`config.mk`:
```
export PLATFORM = sky130hd
export DESIGN_NAME = glitch_filter
export DESIGN_NICKNAME = d
export VERILOG_FILES = /design/src/rtl/gf_pkg.sv /design/src/rtl/gf_sync.sv /design/src/rtl/gf_ctrl.sv /design/src/rtl/gf_datapath.sv /design/src/rtl/glitch_filter.sv
export SDC_FILE = /design/constraint.sdc
export NUM_CORES = 1
export LEC_CHECK = 0
export BUFFER_PORTS_ARGS = -buffer_cell sky130_fd_sc_hd__buf_2
export CAP_MARGIN = 20
export CORE_MARGIN = 1.5
export CORE_UTILIZATION = 43
export DETAILED_ROUTE_END_ITERATION = 12
export GPL_TIMING_DRIVEN = 0
export PLACE_DENSITY = 0.57
export SETUP_SLACK_MARGIN = 0.2
export SLEW_MARGIN = 10
export SYNTH_ARGS = -nofsm -noshare
export SYNTH_HDL_FRONTEND = slang
export SYNTH_HIERARCHICAL = 1
export SYNTH_SLANG_ARGS = --single-unit
```
`constraint.sdc`:
```
create_clock -name clk -period 5.2 [get_ports clk]
set_clock_uncertainty 0.1 [all_clocks]
set_input_delay 0.78 -clock clk [delete_from_list [all_inputs] [get_ports clk]]
set_output_delay 0.78 -clock clk [all_outputs]
set_load 0.005 [all_outputs]
```
`src/rtl/gf_pkg.sv`:
```
package gf_pkg;
  // Per-cycle strobes from control to datapath
  typedef struct packed {
    logic intUp;
    logic intDown;
    logic qualClr;
    logic qualInc;
    logic qualSet;
  } gf_strobe_t;
endpackage

```
`src/rtl/gf_sync.sv`:
```
module gf_sync #(
  parameter int STAGES = 2
) (
  input  logic clk,
  input  logic rst,
  input  logic asyncIn,
  output logic syncOut
);
  logic [STAGES-1:0] chain;

  genvar i;
  generate
    for (i = 0; i < STAGES; i++) begin : g_stage
      if (i == 0) begin : g_first
        always_ff @(posedge clk) begin
          if (rst) chain[0] <= 1'b0;
          else     chain[0] <= asyncIn;
        end
      end else begin : g_next
        always_ff @(posedge clk) begin
          if (rst) chain[i] <= 1'b0;
          else     chain[i] <= chain[i-1];
        end
      end
    end
  endgenerate

  assign syncOut = chain[STAGES-1];
endmodule

```
`src/rtl/gf_ctrl.sv`:
```
module gf_ctrl
  import gf_pkg::*;
#(
  parameter int QUAL_W     = 5,
  parameter int QUAL_LIMIT = 28
) (
  input  logic              syncIn,
  input  logic              intFull,
  input  logic              intEmpty,
  input  logic [QUAL_W-1:0] qualCnt,
  output gf_strobe_t        strobe
);
  localparam logic [QUAL_W-1:0] QLIM = QUAL_W'(QUAL_LIMIT);

  always_comb begin
    strobe         = '0;
    // integrator: move toward the sampled level, stop at the rails
    strobe.intUp   = syncIn && !intFull;
    strobe.intDown = !syncIn && !intEmpty;
    // qualifier: any low sample restarts the run
    strobe.qualClr = !syncIn;
    strobe.qualInc = syncIn && (qualCnt < QLIM);
    strobe.qualSet = syncIn && (qualCnt == QLIM);
  end
endmodule

```
`src/rtl/gf_datapath.sv`:
```
module gf_datapath
  import gf_pkg::*;
#(
  parameter int INT_W  = 4,
  parameter int QUAL_W = 5
) (
  input  logic              clk,
  input  logic              rst,
  input  logic              qualMode,
  input  gf_strobe_t        strobe,
  output logic [INT_W-1:0]  intCnt,
  output logic [QUAL_W-1:0] qualCnt,
  output logic              qualValid,
  output logic              intFull,
  output logic              intEmpty,
  output logic              cleanOut
);
  localparam logic [INT_W-1:0] INT_ONE = INT_W'(1);
  localparam logic [QUAL_W-1:0] QUAL_ONE = QUAL_W'(1);

  always_ff @(posedge clk) begin
    if (rst)                 intCnt <= '0;
    else if (strobe.intUp)   intCnt <= intCnt + INT_ONE;
    else if (strobe.intDown) intCnt <= intCnt - INT_ONE;
  end

  always_ff @(posedge clk) begin
    if (rst || strobe.qualClr) qualCnt <= '0;
    else if (strobe.qualInc)   qualCnt <= qualCnt + QUAL_ONE;
  end

  always_ff @(posedge clk) begin
    if (rst || strobe.qualClr) qualValid <= 1'b0;
    else if (strobe.qualSet)   qualValid <= 1'b1;
  end

  always_ff @(posedge clk) begin
    if (rst) cleanOut <= 1'b0;
    else     cleanOut <= qualMode ? qualValid : intCnt[INT_W-1];
  end

  assign intFull  = &intCnt;
  assign intEmpty = ~|intCnt;
endmodule

```
`src/rtl/glitch_filter.sv`:
```
module glitch_filter
  import gf_pkg::*;
#(
  parameter int INT_W       = 4,
  parameter int QUAL_W      = 5,
  parameter int QUAL_LIMIT  = 28,
  parameter int SYNC_STAGES = 2
) (
  input  logic clk,
  input  logic rst,
  input  logic qualMode,
  input  logic rawIn,
  output logic cleanOut
);
  logic              syncIn;
  logic              intFull;
  logic              intEmpty;
  logic              qualValid;
  logic [INT_W-1:0]  intCnt;
  logic [QUAL_W-1:0] qualCnt;
  gf_strobe_t        strobe;

  gf_sync #(.STAGES(SYNC_STAGES)) u_sync (
    .clk(clk), .rst(rst), .asyncIn(rawIn), .syncOut(syncIn)
  );

  gf_ctrl #(.QUAL_W(QUAL_W), .QUAL_LIMIT(QUAL_LIMIT)) u_ctrl (
    .syncIn(syncIn), .intFull(intFull), .intEmpty(intEmpty),
    .qualCnt(qualCnt), .strobe(strobe)
  );

  gf_datapath #(.INT_W(INT_W), .QUAL_W(QUAL_W)) u_dp (
    .clk(clk), .rst(rst), .qualMode(qualMode), .strobe(strobe),
    .intCnt(intCnt), .qualCnt(qualCnt), .qualValid(qualValid),
    .intFull(intFull), .intEmpty(intEmpty), .cleanOut(cleanOut)
  );
endmodule

```
==> After elaboration in Yosys (flattened, before gate mapping) <==
Cells that the tools add are included.
{ "totals": {"register_bits": 13, "latch_bits": 0, "ramBits": 0, "rom_bits": 0, "input_bits": 4, "out_inout_bits": 1, "word_cells": 24, "n_memories": 0} }
{ "op_classes": {"addsub": 3, "multipliers": 0, "n_div": 0, "order_cmp": 1, "eq_ne": 1, "shifts": 0, "mux": 3, "bitwise": 0, "reduce_logical": 10} }
{ "ops": {"columns": ["cell", "count"], "rows": [
  ["4-bit two-way mux", 2],
  ["5-bit by 1-bit adder with 5-bit output (second input constant)", 1],
  ["5-bit equality test (second input constant)", 1],
  ["5-bit < comparator (second input constant)", 1],
  ["4-bit by 1-bit adder with 4-bit output (second input constant)", 1],
  ["1-bit logical AND", 4],
  ["4-bit AND reduction", 1],
  ["4-bit OR reduction", 1],
  ["4-bit by 1-bit subtractor with 4-bit output (second input constant)", 1],
  ["1-bit zero test", 2],
  ["2-bit nonzero test", 1],
  ["1-bit logical OR", 1],
  ["1-bit two-way mux", 1]
]} }

==> Logic depth before layout (Yosys ltp) <==
Gate-level depths: netlist of the first run.
{ "logic_depth": {"word_depth": 4, "mapped_depth": 7} }

==> Cells and area by module <==
The synthesis of the first run kept the hierarchy.
{ "by_module_without_submodules": {"columns": ["module", "instances", "cells_per_inst", "area_each_um2", "seq_area_each_um2"], "rows": [
  ["gf_datapath", 1, 58, 536.8, 220.2],
  ["gf_sync", 1, 4, 52.6, 40.0],
  ["gf_ctrl", 1, 6, 36.3, 0.0]
]} }

==> Least setup slack after synthesis of the first run <==
No wires, ideal clock.
{ "synth_timing": {"path_kind": "reg2reg", "from": "register u_dp.intCnt[0]", "to": "register u_dp.intCnt[3]", "setup_time_ns": 0.095, "arrival_ns": 1.720, "required_ns": 5.005, "setup_slack_ns": 3.284, "stages_incl_launch_ff": 8, "synth_period_minus_slack_ns": 1.916, "cell_sequence": "dfxtp_1 -> and4_1 -> nor2_1 -> inv_1 -> ha_1 -> nand3_2 -> a221o_1 -> o311ai_1"} }
{ "synth_lines": {"columns": ["item", "line_no", "text"], "rows": [
  ["from (decl)", "gf_datapath.sv:11", "output logic [INT_W-1:0] intCnt,"],
  ["from (signal assigned)", "gf_datapath.sv:23", "else if (strobe.intUp) intCnt <= intCnt + INT_ONE;"],
  ["from (signal assigned)", "gf_datapath.sv:24", "else if (strobe.intDown) intCnt <= intCnt - INT_ONE;"]
]} }

==> results of run 1 <==
## routing by layer
layer  track usage  up-vias  wire length, um
met5             0        -                0
met4       0.04839        0                7
met3       0.08152        2               51
met2        0.2031       11              387
met1        0.1881      206              503
li1              -      249                -
## registers in the layout (all words and copies together) (netlist names)
| signal | count |
|---|---|
| u_sync/chain | 1 |
| u_sync/syncOut | 1 |
| u_dp/cleanOut | 1 |
| u_dp/qualValid | 1 |
| u_dp/intCnt | 4 |
| u_dp/qualCnt | 5 |
## logic make-up after synthesis
logic type / synth area share
AND/OR/NAND/NOR: 0.2980
AO/OA/AOI/OAI: 0.05999
buffers and inverters: 0.01798
multiplexers: 0.03200
flip-flops: 0.4160
adder cells (fa/ha/maj): 0.09201
XOR/XNOR: 0.08400
## worst paths after layout
kind,start,end,slack (ns),cells past startpoint
worst max register to register,u_dp/intCnt[0]$_SDFFE_PP0P_,u_dp/intCnt[3]$_SDFFE_PP0P_,3.05,7
worst min-delay path,u_sync/chain[0]$_SDFF_PP0_,u_sync/syncOut$_SDFF_PP0_,0.35,1
worst min register to register,u_sync/chain[0]$_SDFF_PP0_,u_sync/syncOut$_SDFF_PP0_,0.35,1
worst max-delay path,u_dp/intCnt[0]$_SDFFE_PP0P_,u_dp/intCnt[3]$_SDFFE_PP0P_,3.05,7
## worst max-delay path: cells and delay by family (launching register included)
kind            cells  cell delay, ns
simple gates        3            0.64
compound gates      2            0.40
flops               1            0.38
fa+ha+maj           1            0.38
buf+inv             1            0.16
## through the flow
step                  util  cells  total power [mW]  setup slack [ns]  cell area (um^2)
detailed placement  0.4981     87            0.2396             3.091             664.4
global route        0.5188     91            0.3268             2.914             691.9
finish              0.5188     91            0.2978             3.051             691.9
global placement    0.4981     87            0.2391             3.110             664.4
floorplan                -     68            0.2194             3.284             625.6
CTS                 0.5188     91            0.3014             3.057             691.9
## cell type report
type                            count  area, um^2
Buffer                              1       3.754
Clock buffer                        3       22.52
Clock inverter                      1       5.005
Fill cell                         132       641.9
Inverter                            2       7.507
Multi-Input combinational cell     52       354.1
Sequential cell                    13       260.3
Tap cell                           15       18.77
Timing Repair Buffer                4       20.02
## layout by cell type, fill, tap and decap left out, types with 2 or more instances in the layout
cell type,n
mux2i_1,2
nor2_1,14
nand2_1,3
nand2b_1,3
ha_1,3
nor2b_1,3
xor2_1,5
nand4_1,3
buf_2,4
dfxtp_1,13
clkbuf_4,3
nor3_1,2
## power by group through the flow
| stage | combinational [mW] | sequential (mW) | clock (mW) |
|---|---|---|---|
| after CTS | 0.101 | 0.137 | 0.0635 |
| final | 0.101 | 0.136 | 0.0602 |
| after global placement | 0.0994 | 0.140 | 0 |
| after floorplan | 0.0849 | 0.134 | 0 |
| after global routing | 0.118 | 0.140 | 0.0684 |
| after detailed placement | 0.101 | 0.139 | 0 |
==> flow_summary.json, run 1 <==
{
  "finalSetupTns_ns": 0,
  "yosysMostFrequentCell": "nor2_1",
  "slew_viol_final": 0,
  "critPathKind": "reg2reg",
  "drv_cap": 0,
  "io_buffers": 4,
  "irDropWorstVdd_mv": 0.2829,
  "critPathMaxFanout": 7,
  "synth_area_um2": 625.6,
  "synth-edff-count": 0,
  "synth.avg_cell_area_um2": 9.200,
  "cts.htree.levels": 1,
  "clockPowerShare": 0.202,
  "avgRoutedWirePerCell_um": 10.44,
  "drive_above_1_share": 0.1711,
  "worstPathRequired_ns": 5.28,
  "initial_core_util": 0.4690,
  "async_flop_share": 0,
  "crit_path_max_incr_delay_ns": 0.38,
  "fp.dieH_um": 41.14,
  "die_x_um": 41.14,
  "routed-via-count": 468,
  "period_needed_ns": 2.149,
  "clock_latency_ns": 0.27,
  "gp_congestion": 0.7874,
  "status": "completed",
  "drc": 0,
  "rsz0062_at_grt": "false",
  "clock.fmax_ghz": 0.4654,
  "min_path_type": "reg2reg",
  "worst_slew_pin_slew_ns": 0.4084,
  "synth_common_cells": "nor2_1, dfxtp_1, xor2_1",
  "overflow": 0,
  "comb_power_share": 0.340,
  "drt_wl_total_um": 950,
  "die_area_mm2": 0.001693,
  "slowest_stage": "dfxtp_1",
  "synthDistinctLibCells": 27,
  "grt_pass1_vias": 391,
  "cts.sink_count": 13,
  "start_kind": "register",
  "syn-num-nets": 76,
  "setup_viol": 0,
  "ctsResizeCount": 0,
  "first_iter_violations": 12,
  "antenna_found_initial": 0,
  "cts_setup_buffers": 0,
  "yosysWarnings": 6,
  "grt_max_degree": 11,
  "numCtsBuffers": 3,
  "cts-root-buf": "clkbuf_4",
  "ant_nets": 0,
  "seqPwrFrac": 0.458,
  "p_leak_nw": 0.2657,
  "relSlewSlack": 0.7267,
  "crit_arrival_ns": 2.23,
  "ys_seq_area_frac": 0.4160,
  "row_count": 13,
  "clk_pin_slew_ns": 0.08,
  "synth_area_leaders": "dfxtp_1, nor2_1, xor2_1, ha_1, fa_1",
  "powerDensity_mw_per_mm2": 430.3,
  "ys.flop_type": "dfxtp_1",
  "critPathCaptureType": "register",
  "swShare": 0.3605,
  "vias_per_cell": 5.143,
  "synth_cells": 68,
  "yosysTopAreaCellShare": 0.4160,
  "syn_to_final_growth_pct": 10.60,
  "hold_slack_ns": 0.3485,
  "p_int_mw": 0.1904,
  "p_switching_mw": 0.1073,
  "post-route-period-util": 0.4132,
  "grt_util_all_layers": 0.1459,
  "cts.hold.buffers_added": 0,
  "io_pins": 5,
  "antenna_cells": 0,
  "hold_viol_final": 0,
  "nNetsFinal": 85,
  "post-dp-hpwl_um": 726.1,
  "yosysTopAreaCell": "dfxtp_1",
  "crit_chain": "and4_1 > nor2_1 > inv_1 > ha_1 > nand3_2 > a221o_1 > o311ai_1",
  "dr.pass1.iters": 4,
  "clockBufferDepth": 2,
  "grt_pass1_wl_mm": 1.545,
  "core_mm2": 0.001334,
  "cts_tree": "done",
  "ys_seq_elements": 13
}
Power figures use the tool's default switching activity.
==> inputs of run 2 (changes only) <==
==> constraint.sdc (replaced) <==
create_clock -name clk -period 2.2 [get_ports clk]
set_clock_uncertainty 0.1 [all_clocks]
set_input_delay 0.33 -clock clk [delete_from_list [all_inputs] [get_ports clk]]
set_output_delay 0.33 -clock clk [all_outputs]
set_load 0.005 [all_outputs]
==> run 2 against run 1 <==
Maximum frequency grew 14%. Critical path type unchanged. Final area increased by 3.1%. Via count increased by 0.64%. Largest power group unchanged. Core utilization up 1.6 points.
==> flow_summary.json, run 2 (synthesized netlist as in run 1, its figures left out) <==
{
  "worstPathRequired_ns": 2.28,
  "clockBufferDepth": 2,
  "drive_above_1_share": 0.2105,
  "drt_wl_total_um": 968,
  "place_ws_ns": 0.09134,
  "clk_pin_slew_ns": 0.08,
  "slew_viol_final": 0,
  "syn_to_final_growth_pct": 14.00,
  "rsz0062_at_grt": "false",
  "grt_pass1_wl_mm": 1.552,
  "powerDensity_mw_per_mm2": 1012,
  "finalSetupTns_ns": 0,
  "hold_viol_final": 0,
  "worst_slew_pin_slew_ns": 0.2486,
  "placed_area_um2": 664.4,
  "gp_congestion": 0.7874,
  "critPathMaxFanout": 7,
  "overflow": 0,
  "cts.sink_count": 13,
  "period_needed_ns": 1.892,
  "fp.dieH_um": 41.14,
  "layout_common_cells": "nor2_1, dfxtp_1, xor2_1, buf_2",
  "irDropWorstVdd_mv": 0.7286,
  "clock.fmax_ghz": 0.5285,
  "final_util": 0.5347,
  "avgRoutedWirePerCell_um": 10.64,
  "status": "completed",
  "core_mm2": 0.001334,
  "ant_nets": 0,
  "post-dp-hpwl_um": 726.1,
  "drv_cap": 0,
  "final_area_um2": 713.2,
  "finalWorstSetupSlack_ns": 0.3078,
  "setup_viol": 0,
  "start_kind": "register",
  "clock_latency_ns": 0.27,
  "cts.htree.levels": 1,
  "max_flop_register": "u_dp/qualCnt",
  "grt_pass1_vias": 389,
  "drc": 0,
  "row_count": 13,
  "die_area_mm2": 0.001693,
  "io_buffers": 4,
  "io_pins": 5,
  "nFillCells": 132,
  "first_iter_violations": 11,
  "grt_util_all_layers": 0.1470,
  "crit_arrival_ns": 1.97,
  "grt_max_degree": 11,
  "vias_per_cell": 5.176,
  "cts_tree": "done",
  "p_leak_nw": 0.2669,
  "post-route-period-util": 0.8601,
  "numCtsBuffers": 3,
  "critPathCaptureType": "register",
  "largest_reg_flops": 5,
  "dr.pass1.iters": 4,
  "antenna_cells": 0,
  "p_total_mw": 0.7216,
  "multi_input_area_um2": 374.1,
  "crit_chain": "and4_1 > nor2_4 > inv_1 > ha_4 > nand3_2 > a221o_1 > o311ai_1",
  "cts-root-buf": "clkbuf_4",
  "nNetsFinal": 85,
  "relSlewSlack": 0.8327,
  "slowest_stage": "dfxtp_1",
  "die_x_um": 41.14,
  "seq_area_um2": 261.5,
  "layout_commonest_cell": "nor2_1",
  "crit_path_max_incr_delay_ns": 0.37,
  "critPathKind": "reg2reg",
  "antenna_found_initial": 0,
  "cts.hold.buffers_added": 0,
  "initial_core_util": 0.4690,
  "routed-via-count": 471,
  "min_path_type": "in2reg",
  "reg.largest.list": "u_dp/qualCnt x5, u_dp/intCnt x4"
}
## run 2: cell counts in the layout (fill, tap and decap cells not counted)
Identical to the previous run, type by type.
## run 2: per-layer routing
metal  GRT usage  vias up  share of wire
li1            -      249              -
met1      0.1947      211           0.53
met2      0.1992        9           0.41
met3     0.08152        2          0.048
met4     0.04839        0         0.0072
met5           0        -              0
## run 2: path summary, 6_finish.rpt
path                            cells past startpoint  slack (ns)                           to                   startpoint
worst max-delay path                                7        0.31  u_dp/intCnt[3]$_SDFFE_PP0P_  u_dp/intCnt[1]$_SDFFE_PP0P_
worst min-delay path                                2        0.16   u_sync/chain[0]$_SDFF_PP0_                        rawIn
worst max register to register                      7        0.31  u_dp/intCnt[3]$_SDFFE_PP0P_  u_dp/intCnt[1]$_SDFFE_PP0P_
worst min register to register                      1        0.35    u_sync/syncOut$_SDFF_PP0_   u_sync/chain[0]$_SDFF_PP0_
## run 2: per-stage QoR
stage	hold slack (ns)	cells
floorplan	0.2991	68
global placement	0.3197	87
detailed placement	0.3283	87
CTS	0.1510	91
global route	0.1765	91
finish	0.1566	91
## run 2: cell type report
| type | count | area share |
|---|---|---|
| Multi-Input combinational cell | 52 | 0.5246 |
| Buffer | 1 | 0.005263 |
| Inverter | 2 | 0.01053 |
| Clock buffer | 3 | 0.03158 |
| Sequential cell | 13 | 0.3667 |
| Timing Repair Buffer | 4 | 0.02807 |
| Clock inverter | 1 | 0.007018 |
| Tap cell | 15 | 0.02632 |
## run 2: what timing repair did
item,4_1_cts,5_1_grt
setup buffers,0,0
pin swaps,0,1
resized for setup,2,2
hold endpoints to repair,0,0
endpoints found under the setup margin,1,1
## run 2: power breakdown
part	switching (mW)	internal [mW]	leakage [nW]
clock	0.0765	0.0673	0.0177
sequential	0.0533	0.275	0.106
combinational	0.128	0.121	0.143
## run 2: critical path: cells and delay by family, from the launching register on
| family | cells | cell delay [ns] |
|---|---|---|
| and+or+nand+nor | 3 | 0.49 |
| AOI/OAI and AO/OA | 2 | 0.40 |
| DFF | 1 | 0.37 |
| adders and majority gates | 1 | 0.31 |
| buffers and inverters | 1 | 0.13 |
==> inputs of run 3 (changes only) <==
--- a/config.mk
+++ b/config.mk
@@ -5,7 +5,7 @@
 export SDC_FILE = /design/constraint.sdc
 export NUM_CORES = 1
 export LEC_CHECK = 0
-export BUFFER_PORTS_ARGS = -buffer_cell sky130_fd_sc_hd__buf_2
+export BUFFER_PORTS_ARGS = -buffer_cell sky130_fd_sc_hd__clkbuf_2
 export CAP_MARGIN = 20
 export CORE_MARGIN = 1.5
 export CORE_UTILIZATION = 43
==> constraint.sdc (replaced) <==
create_clock -name clk -period 2.2 [get_ports clk]
set_clock_uncertainty 0.1 [all_clocks]
set_input_delay 0.11 -clock clk [delete_from_list [all_inputs] [get_ports clk]]
set_output_delay 0.11 -clock clk [all_outputs]
set_load 0.005 [all_outputs]
==> run 3 against run 2 <==
Wire length increased by 1.9%. Non-clock buffer count grew 1. Largest power group unchanged. Total power rose by 1.4%. Critical path type unchanged. Count of clock-buffer cells in the layout is the same.
==> flow_summary.json, run 3 (synthesized netlist as in run 1, its figures left out) <==
{
  "row_count": 13,
  "min_path_type": "in2reg",
  "hold_end": "u_dp/cleanOut$_SDFF_PP0_",
  "clk_pin_slew_ns": 0.08,
  "drt_wl_total_um": 986,
  "die_area_mm2": 0.001693,
  "slowest_stage": "dfxtp_1",
  "status": "completed",
  "r2r_end": "u_dp/intCnt[3]$_SDFFE_PP0P_",
  "dr.pass1.iters": 4,
  "core_mm2": 0.001334,
  "hold_path_depth": 3,
  "worstPathRequired_ns": 2.28,
  "r2r_start": "u_dp/intCnt[1]$_SDFFE_PP0P_",
  "routed-via-count": 483,
  "cts_tree": "done",
  "first_iter_violations": 13,
  "grt_util_all_layers": 0.1629,
  "grt_max_degree": 11,
  "vias_per_cell": 5.250,
  "setup_viol": 0,
  "critPathBufInv": 1,
  "nNetsFinal": 86,
  "drc": 0,
  "clock_latency_ns": 0.28,
  "finalSetupTns_ns": 0,
  "avgRoutedWirePerCell_um": 10.72,
  "reg2regPathDepth": 7,
  "irDropWorstVdd_mv": 0.8414,
  "fp.dieH_um": 41.14,
  "period_needed_ns": 1.886,
  "reg.largest.list": "u_dp/qualCnt x5, u_dp/intCnt x4",
  "syn_to_final_growth_pct": 15.60,
  "largest_reg_flops": 5,
  "max_flop_register": "u_dp/qualCnt",
  "crit_chain": "and4_1 > nor2_4 > inv_1 > ha_1 > nand3_2 > a221o_1 > o311ai_1",
  "clock.fmax_ghz": 0.5303,
  "clockBufferDepth": 2,
  "cts-root-buf": "clkbuf_4",
  "worst_slew_pin_slew_ns": 0.2561,
  "post-route-period-util": 0.8572,
  "antenna_found_initial": 0,
  "relSlewSlack": 0.8293,
  "cts_setup_buffers": 0,
  "hold_viol_final": 0,
  "start_kind": "register",
  "cts.sink_count": 13,
  "crit_arrival_ns": 1.97,
  "io_buffers": 4,
  "powerDensity_mw_per_mm2": 1011,
  "layout_commonest_cell": "nor2_1",
  "critPathCaptureType": "register",
  "r2r_setup_slack_ns": 0.31,
  "rsz0062_at_grt": "false",
  "slew_viol_final": 0,
  "ant_nets": 0,
  "io_pins": 5,
  "die_x_um": 41.14,
  "p_total_mw": 0.7315,
  "hold_start": "qualMode",
  "p_leak_nw": 0.2709,
  "layout_common_cells": "nor2_1, dfxtp_1, xor2_1, clkbuf_2",
  "cts.htree.levels": 1,
  "critPathKind": "reg2reg",
  "drive_above_1_share": 0.2078,
  "grt_pass1_vias": 403,
  "critical-path-top-delay-family": "simple AND/OR/NAND/NOR gates",
  "gp_congestion": 0.7836,
  "numCtsBuffers": 3,
  "post-dp-hpwl_um": 750.3,
  "overflow": 0,
  "initial_core_util": 0.4690,
  "grt_pass1_wl_mm": 1.656,
  "antenna_cells": 0,
  "drv_cap": 0,
  "critPathMaxFanout": 7,
  "crit_path_max_incr_delay_ns": 0.37
}
## run 3: routing by layer
metal	vias to the layer above	routed length, um	part of all wire	global-route usage
met1	221	494	0.50	0.2086
met4	0	21	0.021	0.09677
met5	-	0	0	0
met3	2	51	0.052	0.08152
li1	250	-	-	-
met2	10	418	0.42	0.2148
## run 3: worst max path at each step
stage / start / to / slack (ns) / cells after the start
2_1_floorplan: u_dp/intCnt[0]$_SDFFE_PP0P_ / u_dp/intCnt[3]$_SDFFE_PP0P_ / 0.28 / 7
3_3_place_gp: u_dp/intCnt[0]$_SDFFE_PP0P_ / u_dp/intCnt[3]$_SDFFE_PP0P_ / 0.11 / 7
3_5_place_dp: u_dp/intCnt[0]$_SDFFE_PP0P_ / u_dp/intCnt[3]$_SDFFE_PP0P_ / 0.09 / 7
4_1_cts: u_dp/intCnt[0]$_SDFFE_PP0P_ / u_dp/intCnt[3]$_SDFFE_PP0P_ / 0.26 / 7
5_1_grt: u_dp/intCnt[2]$_SDFFE_PP0P_ / u_dp/intCnt[3]$_SDFFE_PP0P_ / 0.20 / 7
6_report: u_dp/intCnt[1]$_SDFFE_PP0P_ / u_dp/intCnt[3]$_SDFFE_PP0P_ / 0.31 / 7
## run 3: final cells by class
| cell class | count | area, um^2 |
|---|---|---|
| fillers | 133 | 610.6 |
| multi-input cells | 52 | 374.1 |
| clock buffers | 3 | 22.52 |
| clock inverters | 1 | 5.005 |
| plain buffers | 1 | 3.754 |
| repair buffers | 5 | 30.03 |
| inverters | 2 | 7.507 |
| flip-flops and latches | 13 | 261.5 |
| well taps | 15 | 18.77 |
## run 3: per-stage QoR
stage / worst slack [ns] / instance area, um^2 / utilization / instances / hold WS [ns]
2_1_floorplan: 0.2844 / 625.6 / - / 68 / 0.07907
3_5_place_dp: 0.09388 / 664.4 / 0.4981 / 87 / 0.2219
5_1_grt: 0.2023 / 723.2 / 0.5422 / 92 / 0.02827
6_report: 0.3142 / 723.2 / 0.5422 / 92 / 0.01618
4_1_cts: 0.2563 / 709.4 / 0.5319 / 92 / 0.01639
3_3_place_gp: 0.1091 / 664.4 / 0.4981 / 87 / 0.2218
## run 3: worst min-delay path, cell delays in order
cell and delay (ns):
clkbuf_2 0.08, mux2i_1 0.06, nor2_1 0.10
## run 3: what timing repair did
item                       in CTS  in global routing
hold endpoints to repair        1                  0
hold buffers                    1                  0
resized for setup               2                  2
setup endpoints to repair       1                  1
cloned                          0                  0
pin swaps                       0                  1
## run 3: where the power goes
group          internal [mW]  leakage, nW  total, mW  switching [mW]
clock network         0.0674       0.0177      0.147          0.0796
logic                  0.125        0.147      0.256           0.131
registers              0.275        0.106      0.328          0.0530
total                  0.467        0.271      0.732           0.264
